==> src/rtl/bm_pkg.sv <==
package bm_pkg;
    localparam int WORD_W = 16;

    // host register codes
    localparam logic [2:0] REG_CTRL   = 3'd0;
    localparam logic [2:0] REG_MASKLO = 3'd1;
    localparam logic [2:0] REG_MASKHI = 3'd2;
    localparam logic [2:0] REG_RSTCMD = 3'd3;
    localparam logic [2:0] REG_FIRST  = 3'd4;

    // control register bits
    localparam int CTL_EN  = 15;
    localparam int CTL_ALL = 14;
    localparam int CTL_SEL = 13;

    // record slot offsets
    localparam int OFF_CTRL  = 1;
    localparam int OFF_CMD1  = 2;
    localparam int OFF_CMD2  = 3;
    localparam int OFF_DPTR  = 4;
    localparam int OFF_STAT1 = 5;
    localparam int OFF_STAT2 = 6;
    localparam int OFF_TAIL  = 7;

    // stored control word bits
    localparam int REC_ERR = 14;
    localparam int REC_BUS = 12;

    typedef enum logic [3:0] {
        S_IDLE, S_RD_DPTR, S_RD_TAIL, S_LATCH_TAIL, S_READY, S_DATA,
        S_WR_CTRL, S_WR_CMD1, S_WR_CMD2, S_WR_STAT1, S_WR_STAT2, S_NEXT
    } rec_state_e;
endpackage

==> src/rtl/bm_regs.sv <==
module bm_regs
    import bm_pkg::*;
#(
    parameter int AW = 16
) (
    input  logic              clk,
    input  logic              rst_n,
    input  logic              reg_wr,
    input  logic [2:0]        reg_sel,
    input  logic [WORD_W-1:0] reg_wdata,
    output logic              en,
    output logic              mode_all,
    output logic              mode_sel,
    output logic [7:0]        irq_every,
    output logic [31:0]       sel_mask,
    output logic              ptr_load,
    output logic [AW-1:0]     ptr_val
);
    logic [15:0] mask_lo, mask_hi;

    always_ff @(posedge clk) begin
        if (!rst_n) begin
            en        <= 1'b0;
            mode_all  <= 1'b0;
            mode_sel  <= 1'b0;
            irq_every <= '0;
            mask_lo   <= '0;
            mask_hi   <= '0;
        end else if (reg_wr) begin
            unique case (reg_sel)
                REG_CTRL: begin
                    en        <= reg_wdata[CTL_EN];
                    mode_all  <= reg_wdata[CTL_ALL];
                    mode_sel  <= reg_wdata[CTL_SEL];
                    irq_every <= reg_wdata[7:0];
                end
                REG_MASKLO: mask_lo <= reg_wdata;
                REG_MASKHI: mask_hi <= reg_wdata;
                REG_RSTCMD: en      <= 1'b0;
                default: ;
            endcase
        end
    end

    assign sel_mask = {mask_hi, mask_lo};
    assign ptr_load = reg_wr && (reg_sel == REG_FIRST);
    assign ptr_val  = AW'(reg_wdata);
endmodule

==> src/rtl/bm_timebase.sv <==
module bm_timebase #(
    parameter int TAG_DIV = 64,
    parameter int TAG_W   = 8
) (
    input  logic             clk,
    input  logic             rst_n,
    input  logic             tick,
    output logic [TAG_W-1:0] tag
);
    localparam int PW = (TAG_DIV > 1) ? $clog2(TAG_DIV) : 1;
    logic [PW-1:0] pre;

    always_ff @(posedge clk) begin
        if (!rst_n) begin
            pre <= '0;
            tag <= '0;
        end else if (tick) begin
            if (pre == PW'(TAG_DIV - 1)) begin
                pre <= '0;
                tag <= tag + 1'b1;
            end else begin
                pre <= pre + 1'b1;
            end
        end
    end
endmodule

==> src/rtl/bm_filter.sv <==
module bm_filter (
    input  logic        mode_all,
    input  logic        mode_sel,
    input  logic [31:0] sel_mask,
    input  logic [4:0]  addr1,
    input  logic [4:0]  addr2,
    input  logic        rtrt,
    output logic        match
);
    always_comb begin
        if (mode_all)
            match = 1'b1;
        else if (mode_sel)
            match = sel_mask[addr1] | (rtrt & sel_mask[addr2]);
        else
            match = 1'b0;
    end
endmodule

==> src/rtl/bm_fsm.sv <==
module bm_fsm
    import bm_pkg::*;
#(
    parameter int AW   = 16,
    parameter int MAXW = 32
) (
    input  logic              clk,
    input  logic              rst_n,
    input  logic              en,
    input  logic              match,
    input  logic              ptr_load,
    input  logic [AW-1:0]     ptr_val,
    input  logic [7:0]        irq_every,
    input  logic [7:0]        tag,
    input  logic              msg_start,
    input  logic              msg_rtrt,
    input  logic [WORD_W-1:0] msg_cmd1,
    input  logic [WORD_W-1:0] msg_cmd2,
    input  logic              data_valid,
    input  logic [WORD_W-1:0] data_word,
    input  logic              msg_end,
    input  logic [WORD_W-1:0] msg_stat1,
    input  logic [WORD_W-1:0] msg_stat2,
    input  logic              msg_bus_a,
    input  logic              msg_err,
    input  logic [WORD_W-1:0] ram_rdata,
    output logic              ram_we,
    output logic              ram_re,
    output logic [AW-1:0]     ram_addr,
    output logic [WORD_W-1:0] ram_wdata,
    output logic              irq,
    output rec_state_e        state_o,
    output logic [AW-1:0]     cur_o,
    output logic [AW-1:0]     tail_o,
    output logic [AW-1:0]     dptr_o
);
    localparam int IW = $clog2(MAXW + 1);

    rec_state_e          state, nxt;
    logic [AW-1:0]       cur, tail, dptr;
    logic [IW-1:0]       idx;
    logic [WORD_W-1:0]   cmd1_q, cmd2_q, stat1_q, stat2_q;
    logic                rtrt_q, bus_q, err_q;
    logic [7:0]          tag_q, rec_cnt;
    logic                accept, room, irq_hit;
    logic [WORD_W-1:0]   ctrl_word;

    assign accept  = msg_start && en && match;
    assign room    = idx < IW'(MAXW);
    assign irq_hit = (irq_every != 8'd0) && ((rec_cnt + 8'd1) >= irq_every);

    always_comb begin
        ctrl_word          = '0;
        ctrl_word[REC_ERR] = err_q;
        ctrl_word[REC_BUS] = bus_q;
        ctrl_word[7:0]     = tag_q;
    end

    // state register
    always_ff @(posedge clk) begin
        if (!rst_n) state <= S_IDLE;
        else        state <= nxt;
    end

    // next-state
    always_comb begin
        nxt = state;
        unique case (state)
            S_IDLE:       if (en) nxt = S_RD_DPTR;
            S_RD_DPTR:    nxt = S_RD_TAIL;
            S_RD_TAIL:    nxt = S_LATCH_TAIL;
            S_LATCH_TAIL: nxt = S_READY;
            S_READY: begin
                if (!en)         nxt = S_IDLE;
                else if (accept) nxt = S_DATA;
            end
            S_DATA:       if (msg_end) nxt = S_WR_CTRL;
            S_WR_CTRL:    nxt = S_WR_CMD1;
            S_WR_CMD1:    nxt = S_WR_CMD2;
            S_WR_CMD2:    nxt = S_WR_STAT1;
            S_WR_STAT1:   nxt = S_WR_STAT2;
            S_WR_STAT2:   nxt = S_NEXT;
            S_NEXT:       nxt = en ? S_RD_DPTR : S_IDLE;
            default:      nxt = S_IDLE;
        endcase
        if (ptr_load) nxt = S_IDLE;
    end

    // datapath registers
    always_ff @(posedge clk) begin
        if (!rst_n) begin
            cur     <= '0;
            tail    <= '0;
            dptr    <= '0;
            idx     <= '0;
            cmd1_q  <= '0;
            cmd2_q  <= '0;
            stat1_q <= '0;
            stat2_q <= '0;
            rtrt_q  <= 1'b0;
            bus_q   <= 1'b0;
            err_q   <= 1'b0;
            tag_q   <= '0;
            rec_cnt <= '0;
        end else begin
            unique case (state)
                S_RD_TAIL:    dptr <= ram_rdata[AW-1:0];
                S_LATCH_TAIL: tail <= ram_rdata[AW-1:0];
                S_READY: if (accept) begin
                    cmd1_q <= msg_cmd1;
                    cmd2_q <= msg_cmd2;
                    rtrt_q <= msg_rtrt;
                    tag_q  <= tag;
                    idx    <= '0;
                end
                S_DATA: begin
                    if (data_valid && room) idx <= idx + 1'b1;
                    if (msg_end) begin
                        stat1_q <= msg_stat1;
                        stat2_q <= msg_stat2;
                        bus_q   <= msg_bus_a;
                        err_q   <= msg_err;
                    end
                end
                S_NEXT: begin
                    cur     <= tail;
                    rec_cnt <= irq_hit ? 8'd0 : rec_cnt + 8'd1;
                end
                default: ;
            endcase
            if (ptr_load) cur <= ptr_val;
        end
    end

    // outputs
    always_comb begin
        ram_we    = 1'b0;
        ram_re    = 1'b0;
        ram_addr  = cur;
        ram_wdata = '0;
        irq       = 1'b0;
        unique case (state)
            S_RD_DPTR: begin ram_re = 1'b1; ram_addr = cur + AW'(OFF_DPTR); end
            S_RD_TAIL: begin ram_re = 1'b1; ram_addr = cur + AW'(OFF_TAIL); end
            S_DATA: begin
                ram_we    = data_valid && room;
                ram_addr  = dptr + AW'(idx);
                ram_wdata = data_word;
            end
            S_WR_CTRL:  begin ram_we = 1'b1; ram_addr = cur + AW'(OFF_CTRL);  ram_wdata = ctrl_word; end
            S_WR_CMD1:  begin ram_we = 1'b1; ram_addr = cur + AW'(OFF_CMD1);  ram_wdata = cmd1_q; end
            S_WR_CMD2:  begin ram_we = 1'b1; ram_addr = cur + AW'(OFF_CMD2);  ram_wdata = rtrt_q ? cmd2_q : '0; end
            S_WR_STAT1: begin ram_we = 1'b1; ram_addr = cur + AW'(OFF_STAT1); ram_wdata = stat1_q; end
            S_WR_STAT2: begin ram_we = 1'b1; ram_addr = cur + AW'(OFF_STAT2); ram_wdata = rtrt_q ? stat2_q : '0; end
            S_NEXT:     irq = irq_hit;
            default: ;
        endcase
    end

    assign state_o = state;
    assign cur_o   = cur;
    assign tail_o  = tail;
    assign dptr_o  = dptr;
endmodule

==> src/rtl/bm_recorder.sv <==
module bm_recorder
    import bm_pkg::*;
#(
    parameter int AW      = 16,
    parameter int MAXW    = 32,
    parameter int TAG_DIV = 64
) (
    input  logic          clk,
    input  logic          rst_n,
    input  logic          reg_wr,
    input  logic [2:0]    reg_sel,
    input  logic [15:0]   reg_wdata,
    input  logic          tick_us,
    input  logic          msg_start,
    input  logic          msg_rtrt,
    input  logic [15:0]   msg_cmd1,
    input  logic [15:0]   msg_cmd2,
    input  logic          data_valid,
    input  logic [15:0]   data_word,
    input  logic          msg_end,
    input  logic [15:0]   msg_stat1,
    input  logic [15:0]   msg_stat2,
    input  logic          msg_bus_a,
    input  logic          msg_err,
    output logic          ram_we,
    output logic          ram_re,
    output logic [AW-1:0] ram_addr,
    output logic [15:0]   ram_wdata,
    input  logic [15:0]   ram_rdata,
    output logic          irq
);
    logic          en, mode_all, mode_sel, ptr_load, match;
    logic [7:0]    irq_every, tag;
    logic [31:0]   sel_mask;
    logic [AW-1:0] ptr_val, cur_ptr, tail_ptr, dptr;
    rec_state_e    fsm_state;

    bm_regs #(.AW(AW)) u_regs (
        .clk(clk), .rst_n(rst_n), .reg_wr(reg_wr), .reg_sel(reg_sel),
        .reg_wdata(reg_wdata), .en(en), .mode_all(mode_all), .mode_sel(mode_sel),
        .irq_every(irq_every), .sel_mask(sel_mask), .ptr_load(ptr_load),
        .ptr_val(ptr_val)
    );

    bm_timebase #(.TAG_DIV(TAG_DIV), .TAG_W(8)) u_time (
        .clk(clk), .rst_n(rst_n), .tick(tick_us), .tag(tag)
    );

    bm_filter u_filt (
        .mode_all(mode_all), .mode_sel(mode_sel), .sel_mask(sel_mask),
        .addr1(msg_cmd1[15:11]), .addr2(msg_cmd2[15:11]), .rtrt(msg_rtrt),
        .match(match)
    );

    bm_fsm #(.AW(AW), .MAXW(MAXW)) u_fsm (
        .clk(clk), .rst_n(rst_n), .en(en), .match(match), .ptr_load(ptr_load),
        .ptr_val(ptr_val), .irq_every(irq_every), .tag(tag),
        .msg_start(msg_start), .msg_rtrt(msg_rtrt), .msg_cmd1(msg_cmd1),
        .msg_cmd2(msg_cmd2), .data_valid(data_valid), .data_word(data_word),
        .msg_end(msg_end), .msg_stat1(msg_stat1), .msg_stat2(msg_stat2),
        .msg_bus_a(msg_bus_a), .msg_err(msg_err), .ram_rdata(ram_rdata),
        .ram_we(ram_we), .ram_re(ram_re), .ram_addr(ram_addr),
        .ram_wdata(ram_wdata), .irq(irq), .state_o(fsm_state),
        .cur_o(cur_ptr), .tail_o(tail_ptr), .dptr_o(dptr)
    );
endmodule

==> config.mk <==
export PLATFORM = sky130hd
export DESIGN_NAME = bm_recorder
export DESIGN_NICKNAME = d
export VERILOG_FILES = /design/src/rtl/bm_pkg.sv /design/src/rtl/bm_regs.sv /design/src/rtl/bm_timebase.sv /design/src/rtl/bm_filter.sv /design/src/rtl/bm_fsm.sv /design/src/rtl/bm_recorder.sv
export SDC_FILE = /design/constraint.sdc
export NUM_CORES = 1
export LEC_CHECK = 0
export BUFFER_PORTS_ARGS = -buffer_cell sky130_fd_sc_hd__buf_4
export CELL_PAD_IN_SITES_DETAIL_PLACEMENT = 1
export CELL_PAD_IN_SITES_GLOBAL_PLACEMENT = 1
export CORE_ASPECT_RATIO = 0.7
export CORE_MARGIN = 2
export CORE_UTILIZATION = 32
export CTS_CLUSTER_DIAMETER = 120
export DETAILED_ROUTE_END_ITERATION = 6
export PLACE_DENSITY = 0.7
export REMOVE_ABC_BUFFERS = 1
export SLEW_MARGIN = 20
export SYNTH_ARGS = -nofsm -noshare
export SYNTH_HDL_FRONTEND = slang
export SYNTH_HIERARCHICAL = 1
export SYNTH_SLANG_ARGS = --single-unit
==> constraint.sdc <==
create_clock -name clk -period 3.5 [get_ports clk]
set_input_delay 0.875 -clock clk [delete_from_list [all_inputs] [get_ports clk]]
set_output_delay 0.875 -clock clk [all_outputs]
set_load 0.03 [all_outputs]
[After elaboration in Yosys (flattened, before gate mapping)]
Index checks and enable logic that the tools add are counted.
Cells by class
  add/subtract/negate cells: 12
  muxes and demuxes: 27
  magnitude comparators: 4
  bitwise gates (word level): 3
  reductions and logical operators: 23
  equality and inequality tests: 21
Operators with widths (count)
  16-bit case mux with 8 select lines: 1
  16-bit case mux with 6 select lines: 1
  16-bit by 3-bit adder with 16-bit output (second input constant): 4
  16-bit 2-to-1 mux: 4
  4-bit case mux with 12 select lines: 1
  16-bit by 2-bit adder with 16-bit output (second input constant): 2
  6-bit 2-to-1 mux: 3
  16-bit by 1-bit adder with 16-bit output (second input constant): 1
  16-bit by 6-bit adder with 16-bit output: 1
  8-bit by 1-bit adder with 8-bit output (second input constant): 2
  4-bit by 3-bit == test with 1-bit output (second input constant): 4
  4-bit == test (second input constant): 4
  4-bit 2-to-1 mux: 4
  2-bit AND reduction: 7
  6-bit by 1-bit adder with 6-bit output (second input constant): 2
  5-bit by 6-bit less-than comparator with 1-bit output (second input constant): 2
  6-bit case mux with 2 select lines: 1
  1-bit binary-select mux with 5-bit select: 2
  4-bit by 2-bit == test with 1-bit output (second input constant): 2
  8-bit >= comparator: 1
  8-bit 2-to-1 mux: 1
  8-bit nonzero test: 1
  1-bit 2-to-1 mux: 7
  3-bit by 2-bit == test with 1-bit output (second input constant): 2
  other kinds (19): 30
Storage, ports and cells
  input bits: 125
  register bits after elaboration: 198

[Longest topological paths before layout]
Gate-level depths: netlist of the first run.
  depth after elaboration: 10
  mapped depth: 13

[Cells and area by module]
The synthesis of the first run kept the hierarchy.
Modules (own cells, without submodules)
  bm_fsm: seq. area each 2822.7 um^2, area an instance 7962.6 um^2, cells each 1028, times used 1
  bm_regs: seq. area each 860.8 um^2, area an instance 1856.8 um^2, cells each 214, times used 1
  bm_timebase: seq. area each 280.3 um^2, area an instance 666.9 um^2, cells each 74, times used 1
  bm_filter: seq. area each 0.0 um^2, area an instance 604.3 um^2, cells each 46, times used 1

[Worst setup path before layout of the first run]
OpenSTA, ideal clock, no wires.
  kind: register -> output
  from: register u_fsm.state[1] (netlist: u_fsm/state_o[1])
  to: output port ram_addr[9]
  path slack: -0.847 ns
  data arrival time: 3.472 ns
  buffers on the path: 3
  stages on the path, launching flop included: 12
  cells stage by stage: dfxtp_1 -> buf_2 -> nor2_1 -> and3_1 -> clkbuf_1 -> clkbuf_1 -> nor2_1 -> ha_1 -> nand3_1 -> a21oi_1 -> a31oi_1 -> o311ai_0
Between the ends
  longest elaborated chain between the ends: 2
RTL lines
  start, declared: line bm_fsm.sv:39  | rec_state_e state, nxt;
  start signal, assigned: line bm_fsm.sv:62  | else state <= nxt;
  4-bit == test, or another cell as far along: line bm_fsm.sv:142  | unique case (state)
  16-bit case mux with 8 select lines (*): line bm_fsm.sv:142
  end, declared: line bm_recorder.sv:27  | output logic [AW-1:0] ram_addr,
Every way passes the cells marked *; elsewhere a longest branch is shown, timed or not.

[Final worst setup path of the first run]
  from: register u_fsm.state[1] (netlist: u_fsm/state_o[1])
  to: output port ram_addr[6]
The elaborated chain is that of the path after synthesis.

==> qor.yml, run 1 <==
sta:
  fin_tns_setup_ps: -3380
  max_freq_mhz: 261
  fin_crit_sh_pct: 109
  skew_ps: 13.6
  setup_violations: 15
  holdWs_ps: 469
  maxSlewHeadroom_pct: 39.4
  tightest_slew_ps: 908
  fin_crit_ps: 3830
  rsz0062_at_grt: "true"
  drv_slew: 0
  fin_ws_ps: -331
  timing.final.hold_violations: 0
clock_network:
  worstSkewPairLatency_ps: 470
  cts_buffers: 17
  tritoncts: "yes"
  htree_num_levels: 4
  root_buffer: "clkbuf_16"
  cts.reportedPaths.clkPinSlew_ps: 80
  hold_buffers: 0
  cts_max_path_buffers: 2
  cts_sinks: 198
layout:
  syn_to_final_growth_pct: 24.9
  multi_input_area_mm2: 0.00681
  fin_nets: 1646
  n_fill_cell: 4077
  regArea_mm2: 0.00398
  drive_above_1_share_pct: 24.7
power_and_ir_drop:
  powerDensity_mw_per_mm2: 337
  peakVddDrop_v: 0.000203
  leakage_nw: 5.12
  p_total_mw: 4.67
logic_synthesis:
  syn_avg_cell_area_um2: 8.14
  synth_top_cell_area_share_pct: 35.7
  yosysSeqAreaShare_pct: 35.7
  synth.distinct_cells: 86
  syn_area_mm2: 0.0111
  synth_top_area_cell: "dfxtp_1"
  synth.area.top_cells: "dfxtp_1 36%, nand2_1 12%, a21boi_0 7.2%"
  synthCells: 1362
  ys.warnings.count: 6
  synth-edff-count: 0
  ys_ff_latch: 198
  synthFlopType: "dfxtp_1"
  async_reset_ff_share_pct: 0
route:
  drt_iter0_drc: 741
  drt-vias-per-instance: 5.33
  drtPass1Iterations: 5
  route.detailed.drc: 0
  vias: 10583
  wl_um: 39900
  wire_per_inst_um: 20.1
  antenna_left: 0
setup_path:
  criticalPathCategory: "register to output pin"
  startpoint_type: "register"
  required_ps: 2620
  cpLargestDelayFamily: "compound AO/OA/AOI/OAI gates"
  slowest_stage: "fa_2"
  crit_arrival_ps: 2960
  max_stage_delay_ps: 400
  worstPathMaxFanout: 5
  cp-end-kind: "output pin"
  path_cells: "buf_4 -> nor2_4 -> and3_4 -> nor2_2 -> fa_2 -> a21o_4 -> nand2b_4 -> o22ai_2 -> a21oi_2 -> nor2_1 -> a221o_1 -> buf_6"
  crit_buf_inv: 2
floorplanning:
  die-area_mm2: 0.0362
  die_width_um: 227
  ios: 160
  start_util_pct: 32.2
  die_h_um: 160
  fp.coreArea_mm2: 0.0344
  rows: 57
grt:
  grt_max_degree: 54
  grt_pass1_vias: 10537
  track_usage_pct: 21.7
  grt_antenna_before_repair: 4
  grt_pass1_wl_um: 60600
  overflow: 0
place:
  pre_cts_slack_ps: 2.35
  hpwl_um: 28300
  place.gp.congestion: 0.904
  io_buffers: 159
min_path:
  hold_path_class: "register to register"
outcome:
  outcome: "finished with violations"
  failed_checks: "negative setup slack"
job:
  maxCapViolCount: 0
## layout by cell type, fill, tap and decap left out, drive strengths merged, types with 5 or more instances in the layout
| cell | instances |
|---|---|
| a21boi | 108 |
| a21o | 8 |
| a21oi | 51 |
| a221o | 9 |
| a221oi | 7 |
| a222oi | 11 |
| a22o | 27 |
| a22oi | 5 |
| a31oi | 8 |
| and2 | 19 |
| and3 | 11 |
| buf | 229 |
| clkbuf | 20 |
| clkinv | 5 |
| dfxtp | 198 |
| ha | 22 |
| inv | 27 |
| mux2i | 23 |
| mux4 | 16 |
| nand2 | 357 |
| nand2b | 11 |
| nand3 | 57 |
| nand4 | 14 |
| nor2 | 40 |
| nor2b | 9 |
| nor3 | 10 |
| nor4 | 7 |
| o21ai | 76 |
| o22ai | 6 |
| o31ai | 6 |
| or2 | 6 |
| xnor2 | 18 |
| xor2 | 17 |
## power by group
part | total [mW] | internal, mW | leakage, nW | switching, mW
combinational | 0.385 | 0.187 | 3.24 | 0.198
clock | 1.99 | 0.971 | 0.276 | 1.02
sequential | 2.29 | 2.26 | 1.60 | 0.0229
total | 4.67 | 3.42 | 5.12 | 1.24
## cell families (layout without fill, tap and decap cells)
family / Yosys count / in the layout / synth area share (%)
buffers and inverters: 136 / 283 / 6.18
AO/OA/AOI/OAI: 357 / 357 / 22.7
AND/OR/NAND/NOR: 570 / 570 / 23.9
adder cells (fa/ha/maj): 25 / 25 / 3.02
flip-flops: 198 / 198 / 35.7
XOR/XNOR: 35 / 35 / 2.76
multiplexers: 41 / 41 / 5.73
other: 0 / 4 / 0
## worst paths after layout
path / slack, ps / cells past startpoint / end / startpoint
min reg2reg: 470 / 2 / u_fsm/stat1_q[1] / u_fsm/stat1_q[1]
min: 470 / 2 / u_fsm/stat1_q[1] / u_fsm/stat1_q[1]
max reg2reg: 690 / 12 / u_fsm/rec_cnt[0] / u_fsm/rec_cnt[0]
max: -330 / 12 / ram_addr[6] / u_fsm/state_o[1]
## routing by layer
layer	up-vias	track usage, %	share of wire [%]
li1	5067	-	-
met1	5246	32.0	50
met2	244	32.2	44
met3	26	3.92	4.9
met4	0	6.16	1.3
met5	-	0	0
## synth_stat cells (7+ instances only)
cell,instances
buf_2,20
and3_1,11
a222oi_1,11
nand2b_1,11
buf_6,7
a31oi_1,8
and2_1,18
nand4_1,14
nand2_1,357
o21ai_2,10
buf_4,20
a22o_1,27
clkbuf_1,59
mux4_2,10
mux2i_1,23
inv_1,20
o21ai_0,65
nand3_2,11
a221o_1,9
a221oi_1,7
nor2_1,39
a21boi_0,107
nand3_1,46
nor2b_1,9
ha_1,22
xnor2_1,18
dfxtp_1,198
xor2_1,17
a21oi_1,50
a21o_1,7
nor3_1,10
## stage by stage
step	cells	area, um^2	utilization, %
floorplan	1248	10500	-
global placement	1927	12700	36.8
detailed placement	1927	12700	36.8
CTS	1973	13600	39.4
global route	1985	13800	40.2
finish	1985	13800	40.2
## final cells by class
class                      count  share of cell area [%]
inverter                      22                   0.596
clock inverter                12                   0.958
clock buffer                  20                    3.23
timing repair buffer         229                    13.0
sequential                   198                    28.8
antenna                        4                  0.0723
tap                          472                    4.26
multi-input combinational   1028                    49.2
## registers in the layout (all words and copies together), names as in the netlist
| register | count |
|---|---|
| u_fsm/state_o | 4 |
| u_fsm/cmd1_q | 16 |
| u_fsm/tail_o | 16 |
| u_time/tag | 8 |
| u_regs/irq_every | 8 |
| u_fsm/err_q | 1 |
| u_regs/mask_hi | 16 |
| u_fsm/dptr_o | 16 |
| u_fsm/cur_o | 16 |
| u_regs/mode_all | 1 |
| u_regs/mask_lo | 16 |
| u_regs/en | 1 |
| u_fsm/stat2_q | 16 |
| u_fsm/rtrt_q | 1 |
| u_fsm/stat1_q | 16 |
| u_fsm/rec_cnt | 8 |
| u_fsm/bus_q | 1 |
| u_time/pre | 6 |
| u_fsm/idx | 6 |
| u_fsm/cmd2_q | 16 |
| u_regs/mode_sel | 1 |
| u_fsm/tag_q | 8 |
## tightest hold or removal path: stages, from the launching register on
cell,delay (ps)
dfxtp_1,320
nand2_1,50
a21boi_0,60
## repair_timing
item,4_1_cts,5_1_grt
hold endpoints to repair,0,0
gates resized for setup,61,47
pin swaps,27,24
endpoints found under the setup margin,23,28
buffers inserted,14,9
Note: power is estimated with default switching activity, not from simulation.
==> run 2: changes to the inputs <==
Settings changed: PLACE_DENSITY 0.7 to 0.68.
==> run 2 against run 1 <==
The run still ends with negative setup slack left; worst setup slack worse by 62 ps; first-iteration DRC count is 27% higher; fmax is 1.6% lower; power is 1.3% higher; count of clock-buffer cells in the layout stayed put; sequential cell count stayed put; global-route usage is 0.84 points higher; critical path type unchanged; highest routed layer is now met5.
==> qor.yml, run 2 (synthesized netlist as in run 1, its figures left out) <==
clock_network:
  cts_max_path_buffers: 2  # unchanged
  cts_sinks: 198  # unchanged
  cts_buffers: 17  # unchanged
  htree_num_levels: 4  # unchanged
  cts.reportedPaths.clkPinSlew_ps: 70  # about the same
  worstSkewPairLatency_ps: 460  # about the same
  tritoncts: "yes"
  root_buffer: "clkbuf_16"
  hold_buffers: 0  # unchanged
setup_path:
  required_ps: 2620  # about the same
  crit_buf_inv: 2  # unchanged
  cpLargestDelayFamily: "compound AO/OA/AOI/OAI gates"
  max_stage_delay_ps: 460  # +60 ps
  reg2reg_slack_ps: 690  # about the same
  cp-end-kind: "output pin"
  r2r_start: "u_fsm/rec_cnt[0]"
  crit_arrival_ps: 3020  # +60 ps
  slowest_stage: "a2111oi_1"
  criticalPathCategory: "register to output pin"
  cp_common_cell: "nor2_4"
  rr_worst_depth: 11  # -1
  worstPathMaxFanout: 4  # -1
  path_cells: "or3b_4 -> nor2_4 -> nor2_4 -> ha_4 -> a21o_1 -> buf_6 -> a31oi_1 -> a2111oi_1 -> o21ai_1 -> buf_4"
  r2r_end: "u_fsm/rec_cnt[0]"
  startpoint_type: "register"
power_and_ir_drop:
  powerDensity_mw_per_mm2: 337  # about the same
  peakVddDrop_v: 0.000236  # +16%
  p_total_mw: 4.73  # +1.3%
  leakage_nw: 5.22  # +1.9%
job:
  maxCapViolCount: 0  # unchanged
grt:
  grt_pass1_wl_um: 62900  # +3.7%
  track_usage_pct: 22.5  # +0.84 points
  grt_pass1_vias: 10984  # +4.2%
  grt_max_degree: 72  # +33%
  overflow: 0  # unchanged
  grt_antenna_before_repair: 4  # unchanged
sta:
  max_freq_mhz: 257  # -1.6%
  fin_crit_ps: 3890  # +62.2 ps
  tightest_slew_ps: 863  # -45.6 ps
  fin_crit_sh_pct: 111  # +1.8 points
  setup_violations: 15  # unchanged
  fin_ws_ps: -393  # -62.2 ps
  maxSlewHeadroom_pct: 42.4  # +3.0 points
  timing.final.hold_violations: 0  # unchanged
  drv_slew: 0  # unchanged
  rsz0062_at_grt: "true"
  skew_ps: 15.1  # +1.45 ps
floorplanning:
  rows: 57  # unchanged
  start_util_pct: 32.2  # unchanged
  die_width_um: 227  # unchanged
  ios: 160  # unchanged
  die_h_um: 160  # unchanged
  fp.coreArea_mm2: 0.0344  # unchanged
  die-area_mm2: 0.0362  # unchanged
layout:
  syn_to_final_growth_pct: 26.4
  drive_above_1_share_pct: 25.8  # +1.2 points
  stdcell_count: 1993  # +0.40%
  layout_commonest_cell: "nand2_1"
  mostFrequentLayoutCells: "355 x nand2_1, 214 x buf_4, 190 x dfxtp_1"
  fin_nets: 1657  # +0.67%
place:
  dp_cells: 1929  # +0.10%
  hpwl_um: 28900  # +2.0%
  place.gp.congestion: 0.901  # -0.24%
  pre_cts_slack_ps: -21.1  # -23.4 ps
  io_buffers: 159  # unchanged
outcome:
  failed_checks: "negative setup slack"
  outcome: "finished with violations"
route:
  drtPass1Iterations: 5  # unchanged
  drt-vias-per-instance: 5.43  # +1.8%
  route.detailed.drc: 0  # unchanged
  antenna_left: 0  # unchanged
  drt_iter0_drc: 943  # +27%
  wl_um: 41200  # +3.1%
  wire_per_inst_um: 20.7  # +2.7%
  vias: 10821  # +2.2%
min_path:
  hold_path_class: "register to register"
  worstHoldPathCells: 2  # unchanged
  hold-path-endpoint: "u_fsm/stat2_q[7]"
  holdCritStartpoint: "u_fsm/stat2_q[7]"
[run 2: cell type report]
type                       instances  area, um^2
multi-input combinational       1028        6850
sequential                       198        3980
clock buffer                      20         437
antenna                            2        5.00
tap                              472         591
inverter                          22        82.6
timing repair buffer             240        1930
fill                            4098       20400
clock inverter                    11         140
[run 2: layer usage]
metal | vias up | part of all wire [%] | track usage (%) | wire length (um)
met5 | - | 0.058 | 0 | 24
met4 | 4 | 1.6 | 6.46 | 655
met3 | 45 | 6.5 | 4.75 | 2670
met2 | 319 | 45 | 34.4 | 18500
met1 | 5363 | 47 | 31.9 | 19400
li1 | 5090 | - | - | -
[run 2: report_power, final]
part	total, mW	switching (mW)	internal [mW]
sequential	2.29	0.0232	2.27
clock	2.04	0.971	1.07
combinational	0.397	0.204	0.193
[run 2: timing repair]
| action | 4_1_cts | 5_1_grt |
|---|---|---|
| setup buffers | 18 | 13 |
| resized for setup | 81 | 47 |
| hold endpoints to repair | 0 | 0 |
| endpoints found under the setup margin | 16 | 16 |
| cloned | 1 | 0 |
| pin swaps | 35 | 36 |
[run 2: worst max-delay path by stage]
stage	end	from	cells after the start
floorplan	ram_addr[9]	u_fsm/state_o[1]	8
global placement	ram_addr[9]	u_fsm/state_o[2]	10
detailed placement	ram_addr[9]	u_fsm/state_o[2]	10
CTS	ram_addr[6]	u_fsm/state_o[2]	10
global route	ram_addr[3]	u_fsm/state_o[1]	11
finish	ram_addr[12]	u_fsm/state_o[3]	10
[run 2: stage by stage]
| stage | hold WS (ps) | util, % | TNS (ps) | area, um^2 |
|---|---|---|---|---|
| 3_5_place_dp | 459 | 36.9 | -21.1 | 12700 |
| 6_report | 465 | 40.7 | -3460 | 14000 |
| 2_1_floorplan | 440 | - | -24980 | 10500 |
| 4_1_cts | 470 | 39.9 | -2730 | 13700 |
| 5_1_grt | 490 | 40.7 | -5010 | 14000 |
| 3_3_place_gp | 449 | 36.9 | -8.09 | 12700 |
[run 2: worst min-delay path: stages, from the launching register on]
cell	delay, ps
dfxtp_1	310
nand2_1	50
a21boi_0	60
==> run 3: changes to the inputs <==
Settings changed: CORE_UTILIZATION 32 to 24, PLACE_DENSITY 0.68 to 0.55.
==> run 3 against run 2 <==
The flow still finishes with violations (negative setup slack); sequential cell count did not move; fmax rose by 3.1%; core utilization fell by 9.4 points; die area rose by 33%; sequential power barely moved; sequential share of layout area fell by 0.29 points; combinational power barely moved; highest routed layer is now met4.
==> qor.yml, run 3 (synthesized netlist as in run 1, its figures left out) <==
setup_path:
  crit_arrival_ps: 2900  # -120 ps
  r2r_start: "u_fsm/rec_cnt[1]"
  cp-end-kind: "output pin"
  reg2reg_slack_ps: 920  # +230 ps
  rr_worst_depth: 11  # unchanged
  startpoint_type: "register"
  criticalPathCategory: "register to output pin"
  r2r_end: "u_fsm/rec_cnt[7]"
  worstPathMaxFanout: 5  # +1
  required_ps: 2620  # about the same
grt:
  overflow: 0  # unchanged
  grt_pass1_vias: 10799  # -1.7%
  track_usage_pct: 17.7  # -4.8 points
  grt_max_degree: 60  # -17%
  grt_pass1_wl_um: 64600  # +2.7%
  grt_antenna_before_repair: 2  # -2
clock_network:
  cts_sinks: 198  # unchanged
  htree_num_levels: 4  # unchanged
  root_buffer: "clkbuf_16"
  tritoncts: "yes"
  worstSkewPairLatency_ps: 470  # about the same
  cts_max_path_buffers: 2  # unchanged
  cts.reportedPaths.clkPinSlew_ps: 80  # about the same
  cts_buffers: 17  # unchanged
place:
  place.gp.congestion: 0.840  # -6.8%
  dpl_cell_area_mm2: 0.0129  # +1.4%
  io_buffers: 159  # unchanged
  pre_cts_slack_ps: -190  # -169 ps
  hpwl_um: 30800  # +6.6%
route:
  wire_per_inst_um: 20.0  # -3.5%
  drt_iter0_drc: 576  # -39%
  vias: 10586  # -2.2%
  drt-vias-per-instance: 4.99  # -8.1%
  antenna_left: 0  # unchanged
  drtPass1Iterations: 5  # unchanged
  route.detailed.drc: 0  # unchanged
  wl_um: 42300  # +2.8%
sta:
  rsz0062_at_grt: "true"
  holdWs_ps: 462  # -2.76 ps
  drv_slew: 0  # unchanged
  fin_crit_ps: 3780  # -117 ps
  fin_ws_ps: -276  # +117 ps
  setup_violations: 14  # -1
  max_freq_mhz: 265  # +3.1%
  timing.final.hold_violations: 0  # unchanged
  fin_crit_sh_pct: 108  # -3.4 points
  fin_tns_setup_ps: -3020  # +440 ps
  maxSlewHeadroom_pct: 43.5  # +1.1 points
  tightest_slew_ps: 846  # -16.9 ps
  skew_ps: 13.4  # -1.65 ps
floorplanning:
  die_h_um: 184  # +15%
  fp.coreArea_mm2: 0.0453  # +32%
  die_width_um: 261  # +15%
  rows: 65  # +14%
  ios: 160  # unchanged
  start_util_pct: 24.5  # -7.7 points
  die-area_mm2: 0.0480  # +33%
job:
  maxCapViolCount: 0  # unchanged
outcome:
  outcome: "finished with violations"
  failed_checks: "negative setup slack"
min_path:
  holdCritStartpoint: "u_fsm/cmd2_q[7]"
  worstHoldPathCells: 2  # unchanged
  hold-path-endpoint: "u_fsm/cmd2_q[7]"
  hold_path_class: "register to register"
power_and_ir_drop:
  p_total_mw: 4.78  # +1.2%
  peakVddDrop_v: 0.000361  # +53%
  powerDensity_mw_per_mm2: 337  # about the same
  leakage_nw: 5.20  # -0.22%
layout:
  syn_to_final_growth_pct: 27.8
  layout_commonest_cell: "nand2_1"
  mostFrequentLayoutCells: "355 x nand2_1, 210 x buf_4, 190 x dfxtp_1"
  fin_nets: 1653  # -0.24%
  n_fill_cell: 5331  # +30%
  final_cell_area_mm2: 0.0142  # +1.1%
  drive_above_1_share_pct: 25.1  # -0.67 points
run 3: per-stage QoR:
stage	instances	utilization, %
3_5_place_dp	2062	28.5
4_1_cts	2111	30.9
6_report	2122	31.3
2_1_floorplan	1248	-
5_1_grt	2121	31.3
3_3_place_gp	2062	28.5
run 3: critical path: stages, from the launching register on:
cell,delay [ps]
dfxtp_4,370
or3b_4,420
nor2_4,130
nor2_2,60
ha_4,260
a21o_1,230
nand2b_4,110
o22ai_2,90
a21oi_2,210
nor2_1,70
a221o_1,320
buf_6,160
run 3: power breakdown:
part | internal [mW] | switching (mW) | total [mW] | leakage, nW
Combinational | 0.190 | 0.204 | 0.394 | 3.30
Sequential | 2.27 | 0.0218 | 2.29 | 1.60
Clock | 1.06 | 1.04 | 2.10 | 0.299
run 3: layer usage:
metal / track usage (%) / vias up / routed length [um]
li1: - / 5081 / -
met1: 25.5 / 5273 / 21300
met2: 26.6 / 199 / 18400
met3: 3.39 / 33 / 1860
met4: 5.33 / 0 / 806
met5: 0 / - / 0
run 3: how the worst max path moves through the flow:
stage                           from          end  slack (ps)
floorplan           u_fsm/state_o[1]  ram_addr[9]       -1670
global placement    u_fsm/state_o[2]  ram_addr[9]        -150
detailed placement  u_fsm/state_o[2]  ram_addr[9]        -190
CTS                 u_fsm/state_o[0]  ram_addr[6]        -340
global route        u_fsm/state_o[0]  ram_addr[9]        -420
finish              u_fsm/state_o[2]  ram_addr[6]        -280
run 3: layout make-up:
type,count,area [um^2],share of cell area [%]
Sequential cell,198,3980,28.1
Clock buffer,19,453,3.20
Timing Repair Buffer,236,1920,13.6
Clock inverter,13,160,1.13
Inverter,22,82.6,0.583
Multi-Input combinational cell,1028,6810,48.0
Tap cell,603,754,5.32
Antenna cell,3,7.51,0.0530
run 3: timing repair:
item | CTS | global route
hold endpoints to repair | 0 | 0
setup buffers | 17 | 9
gates resized for setup | 91 | 32
pin swaps | 42 | 22
setup endpoints to repair | 20 | 19
gates cloned | 0 | 0
hold buffers | 0 | 0
